<file path="src/rtl/ixa_pkg.sv">
package ixa_pkg;

   typedef enum logic [3:0] {
      OP_ADD    = 4'd0,
      OP_ADDC   = 4'd1,
      OP_ADDE   = 4'd2,
      OP_ADDME  = 4'd3,
      OP_ADDZE  = 4'd4,
      OP_ADDI   = 4'd5,
      OP_ADDIS  = 4'd6,
      OP_ADDIC  = 4'd7,
      OP_ADDICR = 4'd8,
      OP_SUBFC  = 4'd9,
      OP_SUBFI  = 4'd10,
      OP_ABS    = 4'd11,
      OP_DOZ    = 4'd12,
      OP_DOZI   = 4'd13,
      OP_RSV14  = 4'd14,
      OP_RSV15  = 4'd15
   } ixa_op_e;

   typedef struct packed {
      logic lt;
      logic gt;
      logic eq;
      logic so;
   } ixa_cr_t;

   function automatic logic ixa_is_reg_form(ixa_op_e o);
      return (o == OP_ADD) || (o == OP_ADDC) || (o == OP_ADDE) ||
             (o == OP_ADDME) || (o == OP_ADDZE) || (o == OP_SUBFC) ||
             (o == OP_ABS) || (o == OP_DOZ);
   endfunction

   function automatic logic ixa_uses_zero_field(ixa_op_e o);
      return (o == OP_ADDI) || (o == OP_ADDIS) || (o == OP_ADDIC) ||
             (o == OP_ADDICR);
   endfunction

   function automatic logic ixa_writes_ca(ixa_op_e o);
      return (o == OP_ADDC) || (o == OP_ADDE) || (o == OP_ADDME) ||
             (o == OP_ADDZE) || (o == OP_ADDIC) || (o == OP_ADDICR) ||
             (o == OP_SUBFC) || (o == OP_SUBFI);
   endfunction

   function automatic logic ixa_is_reserved(ixa_op_e o);
      return (o == OP_RSV14) || (o == OP_RSV15);
   endfunction

endpackage

</file>
<file path="src/rtl/ixa_operand_sel.sv">
module ixa_operand_sel
   import ixa_pkg::*;
#(
   parameter int WIDTH = 32,
   parameter int IMM_W = 16
) (
   input  ixa_op_e          op,
   input  logic [WIDTH-1:0] op_a,
   input  logic [WIDTH-1:0] op_b,
   input  logic [IMM_W-1:0] imm,
   input  logic             ra_is_zero,
   input  logic             ca_in,
   output logic [WIDTH-1:0] add_x,
   output logic [WIDTH-1:0] add_y,
   output logic             add_cin,
   output logic [WIDTH-1:0] cmp_rhs
);

   localparam int MSB     = WIDTH - 1;
   localparam int EXT_LO  = WIDTH - IMM_W;
   localparam int EXT_HI  = WIDTH - 2 * IMM_W;

   logic [WIDTH-1:0] imm_lo;
   logic [WIDTH-1:0] imm_hi;
   logic [WIDTH-1:0] base_a;

   assign imm_lo = {{EXT_LO{imm[IMM_W-1]}}, imm};

   generate
      if (EXT_HI == 0) begin : g_hi_exact
         assign imm_hi = {imm, {IMM_W{1'b0}}};
      end else begin : g_hi_ext
         assign imm_hi = {{EXT_HI{imm[IMM_W-1]}}, imm, {IMM_W{1'b0}}};
      end
   endgenerate

   assign base_a = (ixa_uses_zero_field(op) && ra_is_zero) ? '0 : op_a;

   always_comb begin
      add_x   = op_a;
      add_y   = op_b;
      add_cin = 1'b0;
      cmp_rhs = op_b;
      unique case (op)
         OP_ADD, OP_ADDC: begin
            add_x = op_a;
            add_y = op_b;
         end
         OP_ADDE: begin
            add_y   = op_b;
            add_cin = ca_in;
         end
         OP_ADDME: begin
            add_y   = '1;
            add_cin = ca_in;
         end
         OP_ADDZE: begin
            add_y   = '0;
            add_cin = ca_in;
         end
         OP_ADDI, OP_ADDIC, OP_ADDICR: begin
            add_x = base_a;
            add_y = imm_lo;
         end
         OP_ADDIS: begin
            add_x = base_a;
            add_y = imm_hi;
         end
         OP_SUBFC, OP_DOZ: begin
            add_x   = ~op_a;
            add_y   = op_b;
            add_cin = 1'b1;
            cmp_rhs = op_b;
         end
         OP_SUBFI, OP_DOZI: begin
            add_x   = ~op_a;
            add_y   = imm_lo;
            add_cin = 1'b1;
            cmp_rhs = imm_lo;
         end
         OP_ABS: begin
            add_x   = op_a[MSB] ? ~op_a : op_a;
            add_y   = '0;
            add_cin = op_a[MSB];
         end
         default: begin
            add_x   = '0;
            add_y   = '0;
            add_cin = 1'b0;
         end
      endcase
   end

   always_comb begin
      if (ixa_uses_zero_field(op) && ra_is_zero) begin
         p_zero_field_r4: assert (add_x == '0)
            else $error("zero field did not force a zero operand");
      end
   end

endmodule

</file>
<file path="src/rtl/ixa_adder.sv">
module ixa_adder #(
   parameter int WIDTH        = 32,
   parameter bit CARRY_SELECT = 1'b0
) (
   input  logic [WIDTH-1:0] x,
   input  logic [WIDTH-1:0] y,
   input  logic             cin,
   output logic [WIDTH-1:0] sum,
   output logic             cout,
   output logic             ovf
);

   localparam int MSB  = WIDTH - 1;
   localparam int LO_W = WIDTH / 2;
   localparam int HI_W = WIDTH - LO_W;

   generate
      if (!CARRY_SELECT) begin : g_plain
         logic [WIDTH:0] full;
         assign full = {1'b0, x} + {1'b0, y} + {{WIDTH{1'b0}}, cin};
         assign sum  = full[MSB:0];
         assign cout = full[WIDTH];
      end else begin : g_csel
         logic [LO_W:0] lo;
         logic [HI_W:0] hi0;
         logic [HI_W:0] hi1;
         assign lo  = {1'b0, x[LO_W-1:0]} + {1'b0, y[LO_W-1:0]} +
                      {{LO_W{1'b0}}, cin};
         assign hi0 = {1'b0, x[MSB:LO_W]} + {1'b0, y[MSB:LO_W]};
         assign hi1 = {1'b0, x[MSB:LO_W]} + {1'b0, y[MSB:LO_W]} +
                      {{HI_W{1'b0}}, 1'b1};
         assign sum  = {(lo[LO_W] ? hi1[HI_W-1:0] : hi0[HI_W-1:0]),
                        lo[LO_W-1:0]};
         assign cout = lo[LO_W] ? hi1[HI_W] : hi0[HI_W];
      end
   endgenerate

   logic into_msb;
   assign into_msb = x[MSB] ^ y[MSB] ^ sum[MSB];
   assign ovf      = into_msb ^ cout;

   always_comb begin
      if (x[MSB] == y[MSB] && sum[MSB] == x[MSB]) begin
         p_no_false_ovf_r8: assert (!ovf)
            else $error("overflow reported without sign change");
      end
   end

endmodule

</file>
<file path="src/rtl/ixa_flag_gen.sv">
module ixa_flag_gen
   import ixa_pkg::*;
#(
   parameter int WIDTH = 32
) (
   input  ixa_op_e          op,
   input  logic [WIDTH-1:0] result,
   input  logic             add_cout,
   input  logic             add_ovf,
   input  logic             zeroed,
   input  logic             oe,
   input  logic             rc,
   input  logic             ca_in,
   input  logic             ov_in,
   input  logic             so_in,
   output logic             ca_out,
   output logic             ov_out,
   output logic             so_out,
   output ixa_cr_t          cr_out,
   output logic             cr_we
);

   localparam int MSB = WIDTH - 1;

   logic oe_eff;
   logic rc_eff;
   logic ov_new;

   assign oe_eff = oe && ixa_is_reg_form(op);
   assign rc_eff = (rc && ixa_is_reg_form(op)) || (op == OP_ADDICR);
   assign ov_new = add_ovf && !zeroed;

   always_comb begin
      ca_out = ixa_writes_ca(op) ? add_cout : ca_in;
      ov_out = oe_eff ? ov_new : ov_in;
      so_out = so_in | (oe_eff & ov_new);
      cr_we  = rc_eff;
      cr_out = '0;
      if (rc_eff) begin
         cr_out.lt = result[MSB];
         cr_out.eq = (result == '0);
         cr_out.gt = !result[MSB] && (result != '0);
         cr_out.so = so_out;
      end
   end

   always_comb begin
      if (op == OP_ADD) begin
         p_plain_add_ca_r1: assert (ca_out == ca_in)
            else $error("plain add changed carry");
      end
      if (so_in) begin
         p_so_sticky_r10: assert (so_out)
            else $error("summary overflow cleared");
      end
      if (!oe) begin
         p_ov_hold_r8: assert (ov_out == ov_in)
            else $error("overflow changed without enable");
      end
      if (cr_we) begin
         p_cr_so_copy_r9: assert (cr_out.so == so_out)
            else $error("condition SO differs from SO");
         p_cr_onehot_r9: assert ($onehot({cr_out.lt, cr_out.gt, cr_out.eq}))
            else $error("condition compare bits not one-hot");
      end else begin
         p_cr_quiet_r9: assert (cr_out == '0)
            else $error("condition field driven without write");
      end
   end

endmodule

</file>
<file path="src/rtl/ixa_arith_unit.sv">
module ixa_arith_unit
   import ixa_pkg::*;
#(
   parameter int WIDTH        = 32,
   parameter int IMM_W        = 16,
   parameter bit CARRY_SELECT = 1'b0
) (
   input  logic [3:0]       op,
   input  logic [WIDTH-1:0] op_a,
   input  logic [WIDTH-1:0] op_b,
   input  logic [IMM_W-1:0] imm,
   input  logic             ra_is_zero,
   input  logic             ca_in,
   input  logic             ov_in,
   input  logic             so_in,
   input  logic             oe,
   input  logic             rc,
   output logic [WIDTH-1:0] result,
   output logic             ca_out,
   output logic             ov_out,
   output logic             so_out,
   output logic [3:0]       cr_out,
   output logic             cr_we
);

   localparam int MSB = WIDTH - 1;

   generate
      if (IMM_W < 1 || WIDTH < 2 * IMM_W) begin : g_bad_widths
         $error("ixa_arith_unit: WIDTH must hold a shifted immediate");
      end
   endgenerate

   ixa_op_e          op_e;
   logic [WIDTH-1:0] add_x;
   logic [WIDTH-1:0] add_y;
   logic             add_cin;
   logic [WIDTH-1:0] cmp_rhs;
   logic [WIDTH-1:0] sum;
   logic             cout;
   logic             ovf;
   logic             doz_op;
   logic             zeroed;
   ixa_cr_t          cr_s;

   assign op_e = ixa_op_e'(op);

   ixa_operand_sel #(.WIDTH(WIDTH), .IMM_W(IMM_W)) u_sel (
      .op         (op_e),
      .op_a       (op_a),
      .op_b       (op_b),
      .imm        (imm),
      .ra_is_zero (ra_is_zero),
      .ca_in      (ca_in),
      .add_x      (add_x),
      .add_y      (add_y),
      .add_cin    (add_cin),
      .cmp_rhs    (cmp_rhs)
   );

   ixa_adder #(.WIDTH(WIDTH), .CARRY_SELECT(CARRY_SELECT)) u_add (
      .x    (add_x),
      .y    (add_y),
      .cin  (add_cin),
      .sum  (sum),
      .cout (cout),
      .ovf  (ovf)
   );

   assign doz_op = (op_e == OP_DOZ) || (op_e == OP_DOZI);
   assign zeroed = doz_op && ($signed(op_a) > $signed(cmp_rhs));

   always_comb begin
      if (ixa_is_reserved(op_e) || zeroed) result = '0;
      else                                 result = sum;
   end

   ixa_flag_gen #(.WIDTH(WIDTH)) u_flags (
      .op       (op_e),
      .result   (result),
      .add_cout (cout),
      .add_ovf  (ovf),
      .zeroed   (zeroed),
      .oe       (oe),
      .rc       (rc),
      .ca_in    (ca_in),
      .ov_in    (ov_in),
      .so_in    (so_in),
      .ca_out   (ca_out),
      .ov_out   (ov_out),
      .so_out   (so_out),
      .cr_out   (cr_s),
      .cr_we    (cr_we)
   );

   assign cr_out = cr_s;

   always_comb begin
      if (ixa_is_reserved(op_e)) begin
         p_reserved_quiet_r11: assert (result == '0 && !cr_we &&
                                       ca_out == ca_in && ov_out == ov_in &&
                                       so_out == so_in)
            else $error("reserved opcode had an effect");
      end
      if (op_e == OP_ABS && op_a != {1'b1, {MSB{1'b0}}}) begin
         p_abs_sign_r6: assert (!result[MSB])
            else $error("absolute value negative");
      end
      if (doz_op && !zeroed) begin
         p_doz_nonneg_r7: assert (!result[MSB] || ovf)
            else $error("difference-or-zero negative without overflow");
      end
   end

endmodule

</file>
<file path="config.mk">
export PLATFORM = sky130hd
export DESIGN_NAME = ixa_arith_unit
export DESIGN_NICKNAME = d
export VERILOG_FILES = /design/src/rtl/ixa_pkg.sv /design/src/rtl/ixa_operand_sel.sv /design/src/rtl/ixa_adder.sv /design/src/rtl/ixa_flag_gen.sv /design/src/rtl/ixa_arith_unit.sv
export SDC_FILE = /design/constraint.sdc
export NUM_CORES = 1
export LEC_CHECK = 0
export BUFFER_PORTS_ARGS = -buffer_cell sky130_fd_sc_hd__buf_4
export CORE_ASPECT_RATIO = 1.5
export CORE_MARGIN = 1.5
export CORE_UTILIZATION = 55
export DETAILED_ROUTE_END_ITERATION = 10
export MAX_ROUTING_LAYER = met4
export PLACE_DENSITY = 0.92
export SLEW_MARGIN = 25
export SYNTH_ARGS = -nofsm -noshare
export SYNTH_HDL_FRONTEND = slang
export SYNTH_HIERARCHICAL = 1
export SYNTH_SLANG_ARGS = --single-unit
</file>
<file path="constraint.sdc">
create_clock -name vclk -period 5.1
set_input_delay 0.255 -clock vclk [all_inputs]
set_output_delay 0.255 -clock vclk [all_outputs]
set_load 0.1 [all_outputs]
</file>
# Yosys cells after proc, flatten, opt, wreduce, memory -nomap -nowiden
# Cells that the tools add are included.
# word_totals
regBits	0
output_inout_bits	40
# classes
add_sub_neg	2
n_lt_le_gt_ge	1
n_eq_ne	15
n_mux	10
bitwise_logic	6
n_reduce_logical	39
# op_table
op	n
$pmux 32 s4	2
$mux 32	4
$add 32x32->33	1
$add 33x1->33	1
$eq 4x4->1 const B	8
$gt 32x32->1	1
$logic_not 32->1	1
$not 32->32	1
$reduce_bool 32->1	1
$logic_or 1x1->1	21
$eq 4x3->1 const B	4
$reduce_or 5->1	3
$eq 4x2->1 const B	2
$reduce_or 4->1	2
$logic_and 1x1->1	6
$eq 4x1->1 const B	1
$logic_not 4->1	1
$mux 4	1
$pmux 1 s3	1
$reduce_or 3->1	1
$xor 1x1->1	3
$logic_not 1->1	2
$mux 1	2
$reduce_or 2->1	1
2 further kinds	2

# Depth between registers and ports, before layout
# Gate-level depths: netlist of the first run.
# depth
depth_word	15
ltp_mapped	20
depth_no_buf	18

# Hierarchy
# Netlist of the first run, hierarchy kept.
# modules_own_cells
module	n_inst	cells_each	area_each_um2	seq_area_each_um2
ixa_adder	1	229	1737.9	0.0
ixa_operand_sel	1	221	1619.1	0.0
ixa_arith_unit	1	166	1174.9	0.0
ixa_flag_gen	1	43	304.0	0.0

# Worst setup path before layout of the first run
# OpenSTA, ideal clock, no wires.
# synth_path
path_kind	input-to-output
from	input op[3]
to	output cr_out[2]
arrival_ps	7442
setup_slack_ps	-2597
stages	19
path_buffers	2
path_cell_list	buf_2 -> o21a_1 -> nor3_1 -> a311oi_2 -> buf_2 -> mux2i_1 -> fa_1 -> a211o_1 -> a21oi_1 -> a21oi_1 -> o21ai_0 -> and3_1 -> o21ai_0 -> o22a_1 -> xor2_1 -> a21boi_0 -> nor4_1 -> and4_1 -> a221oi_2
# synth_between
elab_chain_cells	13
# synth_rtl
element	line_no	text
start: declaration	ixa_arith_unit.sv:8	input logic [3:0] op,
$eq 4x3->1 (on tied branches)	-	
$logic_or 1x1->1 (3 in a row)	ixa_pkg.sv:36	return (o == OP_ADDI) || (o == OP_ADDIS) || (o == OP_ADDIC) ||
$logic_and 1x1->1	-	
$mux 32	ixa_operand_sel.sv:37	assign base_a = (ixa_uses_zero_field(op) && ra_is_zero) ? '0 : op_a;
$pmux 32 s4 *	ixa_operand_sel.sv:44	unique case (op)
via add_x[0]	ixa_arith_unit.sv:35	logic [WIDTH-1:0] add_x;
$add 32x32->33 *	ixa_adder.sv:20	assign full = {1'b0, x} + {1'b0, y} + {{WIDTH{1'b0}}, cin};
$add 33x1->33 *	ixa_adder.sv:20	
via sum[31]	ixa_arith_unit.sv:39	logic [WIDTH-1:0] sum;
$mux 32 *	ixa_arith_unit.sv:74	if (ixa_is_reserved(op_e) || zeroed) result = '0;
via result[31]	ixa_arith_unit.sv:18	output logic [WIDTH-1:0] result,
$reduce_bool 32->1 or $logic_not 1->1 (tied branches)	ixa_flag_gen.sv:42	cr_out.gt = !result[MSB] && (result != '0);
$logic_and 1x1->1 *	ixa_flag_gen.sv:42	
$mux 4 *	ixa_flag_gen.sv:39	if (rc_eff) begin
end: declaration	ixa_arith_unit.sv:22	output logic [3:0] cr_out,
# The timed path passes the listed nets; every way through them passes the cells marked *.

# Worst setup path in the final report of the first run
# layout_path
from	input op[2]
to	output cr_out[1]
# layout_lines
element	line_no	text
$eq 4x4->1, or another cell as far along	ixa_operand_sel.sv:44	
$reduce_or 5->1 (no source line)	-	
$pmux 32 s4 *	ixa_operand_sel.sv:44	
via add_y[1]	ixa_arith_unit.sv:36	logic [WIDTH-1:0] add_y;
$add 32x32->33 *	ixa_adder.sv:20	
$add 33x1->33 *	ixa_adder.sv:20	
via sum[25]	ixa_arith_unit.sv:39	
$mux 32 *	ixa_arith_unit.sv:74	
$logic_not 32->1 *	ixa_flag_gen.sv:41	cr_out.eq = (result == '0);
$mux 4 *	ixa_flag_gen.sv:39	
# Marks and branches as above.

==> Flow_metrics.wiki, run 1 <==
{| class="wikitable"
! Metric !! Value
|-
| Period Utilization, post-route || 98.7%
|-
| Crit Path Category || in -> out
|-
| # fillers || 607
|-
| Hold path cells || 3
|-
| First-pass iteration count of the detailed router || 7
|-
| Setup-failing EPs final || 0
|-
| Peak supply drop || 0.528 mV
|-
| Simple-gate portion of the synthesized area || 18.2%
|-
| Portion of the post-synthesis area used by sequential elements || 0%
|-
| DRT iter0 DRCs || 815
|-
| Global-route wire length before repair || 28,700 um
|-
| Area growth from synthesis to final layout || 30.7%
|-
| Number of vias per cell || 7.10
|-
| N_diodes || 0
|-
| Number of cells on the critical path || 20
|-
| Worst Hold Slack || 0.952 ns
|-
| Share of synthesized cell area in full adder, half adder and majority cells || 17.1%
|-
| Data required time of the worst path || 4.85 ns
|-
| Max FO, Critical Path || 28
|-
| Post-Place Setup Slack || -0.0705 ns
|-
| Final Routed Wirelength || 18,300 um
|-
| Fraction of synthesized area in multiplexers || 10.1%
|-
| Number of port buffers || 130
|-
| Wire length per cell after detailed routing || 20.9 um
|-
| Core Area || 0.00846 mm^2
|-
| Average size of a mapped cell || 7.34 um^2
|-
| Initial antenna violation count || 0
|-
| Total number of sequential cells || 0
|-
| Proportion of layout cells with a drive suffix above 1 || 30.6%
|-
| DP Cell Count || 876
|-
| Static leakage || 3.09 nW
|-
| Synth area leaders || ha_1 (16%), mux2i_1 (6.6%), nand2_1 (5.0%)
|-
| Slew HR || 55.5%
|-
| Pin slew with the least headroom to its limit || 0.663 ns
|-
| Die H || 118 um
|-
| Sum Neg Setup Slack || 0 ns
|-
| Floorplan die area || 0.00938 mm^2
|-
| Startpoint kind of the worst setup timing path || input pin
|-
| Layout clock buffers || 0
|-
| Top-level I/O count || 130
|-
| Area of all sequential standard cells || 0 um^2
|-
| Standard-cell rows || 41
|-
| Number of pins exceeding their max-slew limit in the final report || 0
|-
| Compound-Gate Fraction of Synth Area || 40.3%
|-
| DRC violations left || 0
|-
| Delay of the slowest cell on the worst path || 0.45 ns
|-
| Largest net degree at the start of global routing || 33
|-
| Placed wire-length estimate || 14,400 um
|-
| Final critical-path required period || 5.03 ns
|-
| Final non-filler cell total || 879
|-
| Worst path bufs/invs || 4
|-
| Number of global-route vias before repair || 6,198
|-
| Horizontal die dimension || 79.6 um
|-
| Nature of the critical path endpoint || output pin
|-
| Dominant combinational cell family by area after synthesis || compound AO/OA/AOI/OAI gates
|-
| Power per standard cell area || 344 mW/mm^2
|-
| Slowest cell on the critical path || nor4_2
|-
| Count of yosys warnings during synthesis || 6
|-
| Setup slack after layout || 0.0657 ns
|-
| Total power draw || 0.00217 W
|-
| Max-cap check violation count || 0
|-
| Starting Density || 57.1%
|-
| Setup repair after global routing missed its margin || yes
|-
| Crit path arrival time || 4.78 ns
|-
| Worst path top cell family by delay || compound AO/OA/AOI/OAI gates
|-
| Top cell type's share of synthesized area || 16.3%
|-
| Area of the mapped netlist || 0.00484 mm^2
|-
| Gp weighted congestion || 1.17
|-
| Cell count after synthesis || 659
|-
| Cell seen most often among critical-path stages || a21oi_1
|-
| Hold-fix buffers, CTS || 0
|-
| Netlist cell types || 80
|-
| Cell with the most instances after synthesis || nand2_1
|-
| Top cells by instance count after synthesis || nand2_1 (64), ha_1 (63), a21oi_1 (44), inv_1 (44), mux2i_1 (32)
|-
| Crit-path cells || buf_6 -> inv_2 -> buf_4 -> a22o_1 -> a22oi_1 -> o21ai_1 -> ha_1 -> a211o_1 -> a21oi_1 -> a21oi_2 -> nor2_1 -> o2111a_1 -> o21ai_0 -> a21oi_1 -> xnor2_1 -> a21boi_2 -> nor4_2 -> nand4_1 -> a211oi_4 -> buf_12
|-
| Cell accounting for the most synthesized area || ha_1
|-
| Nets || 929
|-
| Number of vias after detailed routing || 6,245
|-
| Maximum frequency from static timing analysis || 199 MHz
|-
| Result of the run || finished clean
|-
| Remaining global-route overflow || 0
|-
| Number of nets still failing antenna checks after routing || 0
|-
| Tightest Hold Check Type || in -> out
|-
| XOR/XNOR share of the synthesized area || 5.43%
|-
| Mapped Nets || 814
|-
| Final number of hold-violating endpoints || 0
|-
| Total routing resource utilization after global routing || 38.5%
|}
[metrics by stage]
step,instance area (um^2),util (%)
2_1_floorplan,5140,-
3_3_place_gp,6200,73.2
3_5_place_dp,6200,73.2
4_1_cts,6220,73.4
5_1_grt,6320,74.7
6_report,6320,74.7
[kinds of logic after synthesis]
kind of cell | after synthesis
and+or+nand+nor | 170
muxes | 47
buffers and inverters | 88
adders and majority gates | 65
xor gates and xnor gates | 30
AOI/OAI and AO/OA | 259
[where the power goes]
part	total, W	leakage (nW)	switching (W)	internal (W)
Sequential	0	0	0	0
Clock	0	0	0	0
Combinational	0.00217	3.09	0.00150	0.000675
Total	0.00217	3.09	0.00150	0.000675
[path summary, 6_finish.rpt]
path	from	endpoint	slack (ns)
max	op[2]	cr_out[1]	0.07
min	ov_in	ov_out	0.95
[metal layers]
layer	part of all wire (%)	wire [um]	GRT usage, %
met1	33	6100	41.1
met2	50	9220	67.0
met3	9.6	1760	3.72
met4	6.9	1270	22.5
met5	0	0	-
[final cells by class]
| class | instances | area (um^2) | area share, % |
|---|---|---|---|
| multi-input cells | 571 | 4790 | 75.7 |
| repair buffers | 156 | 1230 | 19.5 |
| inverters | 45 | 169 | 2.67 |
| well taps | 107 | 134 | 2.12 |
[cells in the final DEF (no fill, tap or decap), drive strengths merged, types with 5 or more instances in the layout]
master	n
a211oi	7
a21boi	34
a21o	27
a21oi	45
a221o	16
a22o	15
a22oi	16
and3	5
buf	156
ha	63
inv	45
mux2	15
mux2i	32
nand2	64
nand3	12
nand4	14
nor2	24
nor2b	11
nor4	11
o21a	5
o21ai	39
o221ai	18
xnor2	20
xor2	10
[repair_timing]
item / 4_1_cts / 5_1_grt
buffers inserted: 2 / 1
pin swaps: 1 / 2
resized for setup: 1 / 18
setup endpoints to repair: 2 / 3
Note: power is estimated with default switching activity, not from simulation.
==> inputs of run 2 (changes only) <==
CORE_ASPECT_RATIO = 2   (was 1.5)
==> run 2 against run 1 <==
Combinational power is essentially flat. Non-clock buffer count increased by 3. Die area up 0.25%. Cell count decreased by 0.46%. Critical path depth is 2 lower. Critical endpoint is now ov_out. Largest cell class unchanged. Highest routed layer unchanged.
==> Flow_metrics.wiki, run 2 (synthesized netlist as in run 1, its figures left out) <==
{| class="wikitable"
! Metric !! Value
|-
| Result of the run || finished clean
|-
| Post-Place Setup Slack || 0.0260 ns (+0.0965 ns)
|-
| Setup-failing EPs final || 0 (unchanged)
|-
| Post-CTS Repair Setup Buffers || 0 (-2)
|-
| Wire length per cell after detailed routing || 21.5 um (+3.2%)
|-
| Crit-path cells || buf_4 -> nor2b_4 -> a311oi_4 -> mux2i_2 -> fa_2 -> fa_2 -> a21o_4 -> a31oi_4 -> o221ai_4 -> a311oi_4 -> or4b_4 -> a211oi_2 -> or3_4 -> xor2_1 -> nor2b_1 -> o2111ai_2 -> a21bo_1 -> buf_6
|-
| Top-level I/O count || 130 (unchanged)
|-
| Starting Density || 56.3% (-0.82 points)
|-
| Area growth from synthesis to final layout || 30.6% (about the same)
|-
| Setup slack after layout || 0.0579 ns (-0.00782 ns)
|-
| Remaining global-route overflow || 0 (unchanged)
|-
| Gp weighted congestion || 1.08 (-8.1%)
|-
| Nets || 932 (+0.32%)
|-
| DRC violations left || 0 (unchanged)
|-
| Crit path arrival time || 4.79 ns (about the same)
|-
| Setup repair after global routing missed its margin || yes
|-
| Floorplan die area || 0.00940 mm^2 (+0.25%)
|-
| Global-route wire length before repair || 29,100 um (+1.6%)
|-
| Die H || 136 um (+15%)
|-
| Maximum frequency from static timing analysis || 198 MHz (-0.16%)
|-
| Final number of hold-violating endpoints || 0 (unchanged)
|-
| Initial antenna violation count || 0 (unchanged)
|-
| Number of port buffers || 130 (unchanged)
|-
| Final critical-path required period || 5.04 ns (+0.00782 ns)
|-
| Post-detailed-placement cell area || 0.00623 mm^2 (+0.59%)
|-
| Total number of sequential cells || 0 (unchanged)
|-
| Slowest cell on the critical path || fa_2
|-
| Layout Cell Area excl Fill || 0.00632 mm^2 (about the same)
|-
| Number of vias after detailed routing || 6,287 (+0.67%)
|-
| Worst path top cell family by delay || compound AO/OA/AOI/OAI gates
|-
| Static leakage || 3.10 nW (+0.46%)
|-
| Placed wire-length estimate || 15,400 um (+7.0%)
|-
| Period Utilization, post-route || 98.9% (+0.15 points)
|-
| Horizontal die dimension || 69.3 um (-13%)
|-
| DRT iter0 DRCs || 427 (-48%)
|-
| Slew HR || 29.1% (-26 points)
|-
| Standard-cell rows || 48 (+17%)
|-
| Total routing resource utilization after global routing || 38.5% (about the same)
|-
| Commonest non-fill, non-tap cells in the layout || buf_4 (150), nand2_1 (64), ha_1 (63), inv_1 (44), a21oi_1 (39)
|-
| Power per standard cell area || 343 mW/mm^2 (-0.17%)
|-
| Most common library cell in the layout ignoring fill and taps || buf_4
|-
| Nature of the critical path endpoint || output pin
|-
| Area of all sequential standard cells || 0 um^2 (unchanged)
|-
| Layout clock buffers || 0 (unchanged)
|-
| Proportion of layout cells with a drive suffix above 1 || 31.0% (+0.40 points)
|-
| Core Area || 0.00859 mm^2 (+1.5%)
|-
| First-pass iteration count of the detailed router || 5 (-2)
|-
| N_diodes || 0 (unchanged)
|-
| Max-cap check violation count || 0 (unchanged)
|-
| Pin slew with the least headroom to its limit || 1.06 ns (+0.395 ns)
|-
| Peak supply drop || 0.452 mV (-15%)
|-
| Hold-fix buffers, CTS || 0 (unchanged)
|-
| Max FO, Critical Path || 22 (-21%)
|-
| # fillers || 642 (+5.8%)
|-
| Largest net degree at the start of global routing || 25 (-24%)
|-
| Worst path bufs/invs || 2 (-2)
|-
| Tightest Hold Check Type || in -> out
|-
| Final Routed Wirelength || 18,800 um (+2.7%)
|-
| Sum Neg Setup Slack || 0 ns (unchanged)
|-
| Crit Path Category || in -> out
|-
| Number of vias per cell || 7.19 (+1.1%)
|-
| Delay of the slowest cell on the worst path || 0.44 ns (about the same)
|-
| Data required time of the worst path || 4.85 ns (about the same)
|-
| Startpoint kind of the worst setup timing path || input pin
|-
| Number of nets still failing antenna checks after routing || 0 (unchanged)
|-
| Number of global-route vias before repair || 6,219 (+0.34%)
|-
| Number of pins exceeding their max-slew limit in the final report || 0 (unchanged)
|-
| Quantity of gates resized following cts || 0 (-1)
|}
==> run 2: cell types whose count changed in the layout (fill, tap and decap cells not counted), sizes merged <==
cell,delta
buf,+3
==> run 2: power by group <==
| part | switching [W] | internal [W] | total, W | leakage, nW |
|---|---|---|---|---|
| Combinational | 0.00149 | 0.000675 | 0.00217 | 3.10 |
| Sequential | 0 | 0 | 0 | 0 |
| Clock | 0 | 0 | 0 | 0 |
==> run 2: metrics by stage <==
stage                     utilization [%]  std cells  hold slack (ns)  power (W)
after global routing                 73.6        875            0.931    0.00225
after CTS                            72.6        875            0.961    0.00211
after floorplan                         -        659            0.885    0.00164
final                                73.6        875            0.918    0.00217
after global placement               72.6        875            0.955    0.00206
after detailed placement             72.6        875            0.961    0.00210
==> run 2: worst paths after layout <==
kind  start      to  cells past startpoint
max   op[0]  ov_out                     18
min   ov_in  ov_out                      3
==> run 2: final cells by class <==
| class | count | area, um^2 | share of cell area, % |
|---|---|---|---|
| inverters | 45 | 169 | 2.67 |
| multi-input cells | 571 | 4770 | 75.5 |
| well taps | 100 | 125 | 1.98 |
| repair buffers | 159 | 1250 | 19.8 |
==> run 2: per-layer routing <==
layer	up-vias	track usage, %	share of wire [%]
li1	2763	-	-
met1	2919	34.8	32
met2	419	69.7	50
met3	186	4.61	6.3
met4	0	33.3	11
met5	-	-	0
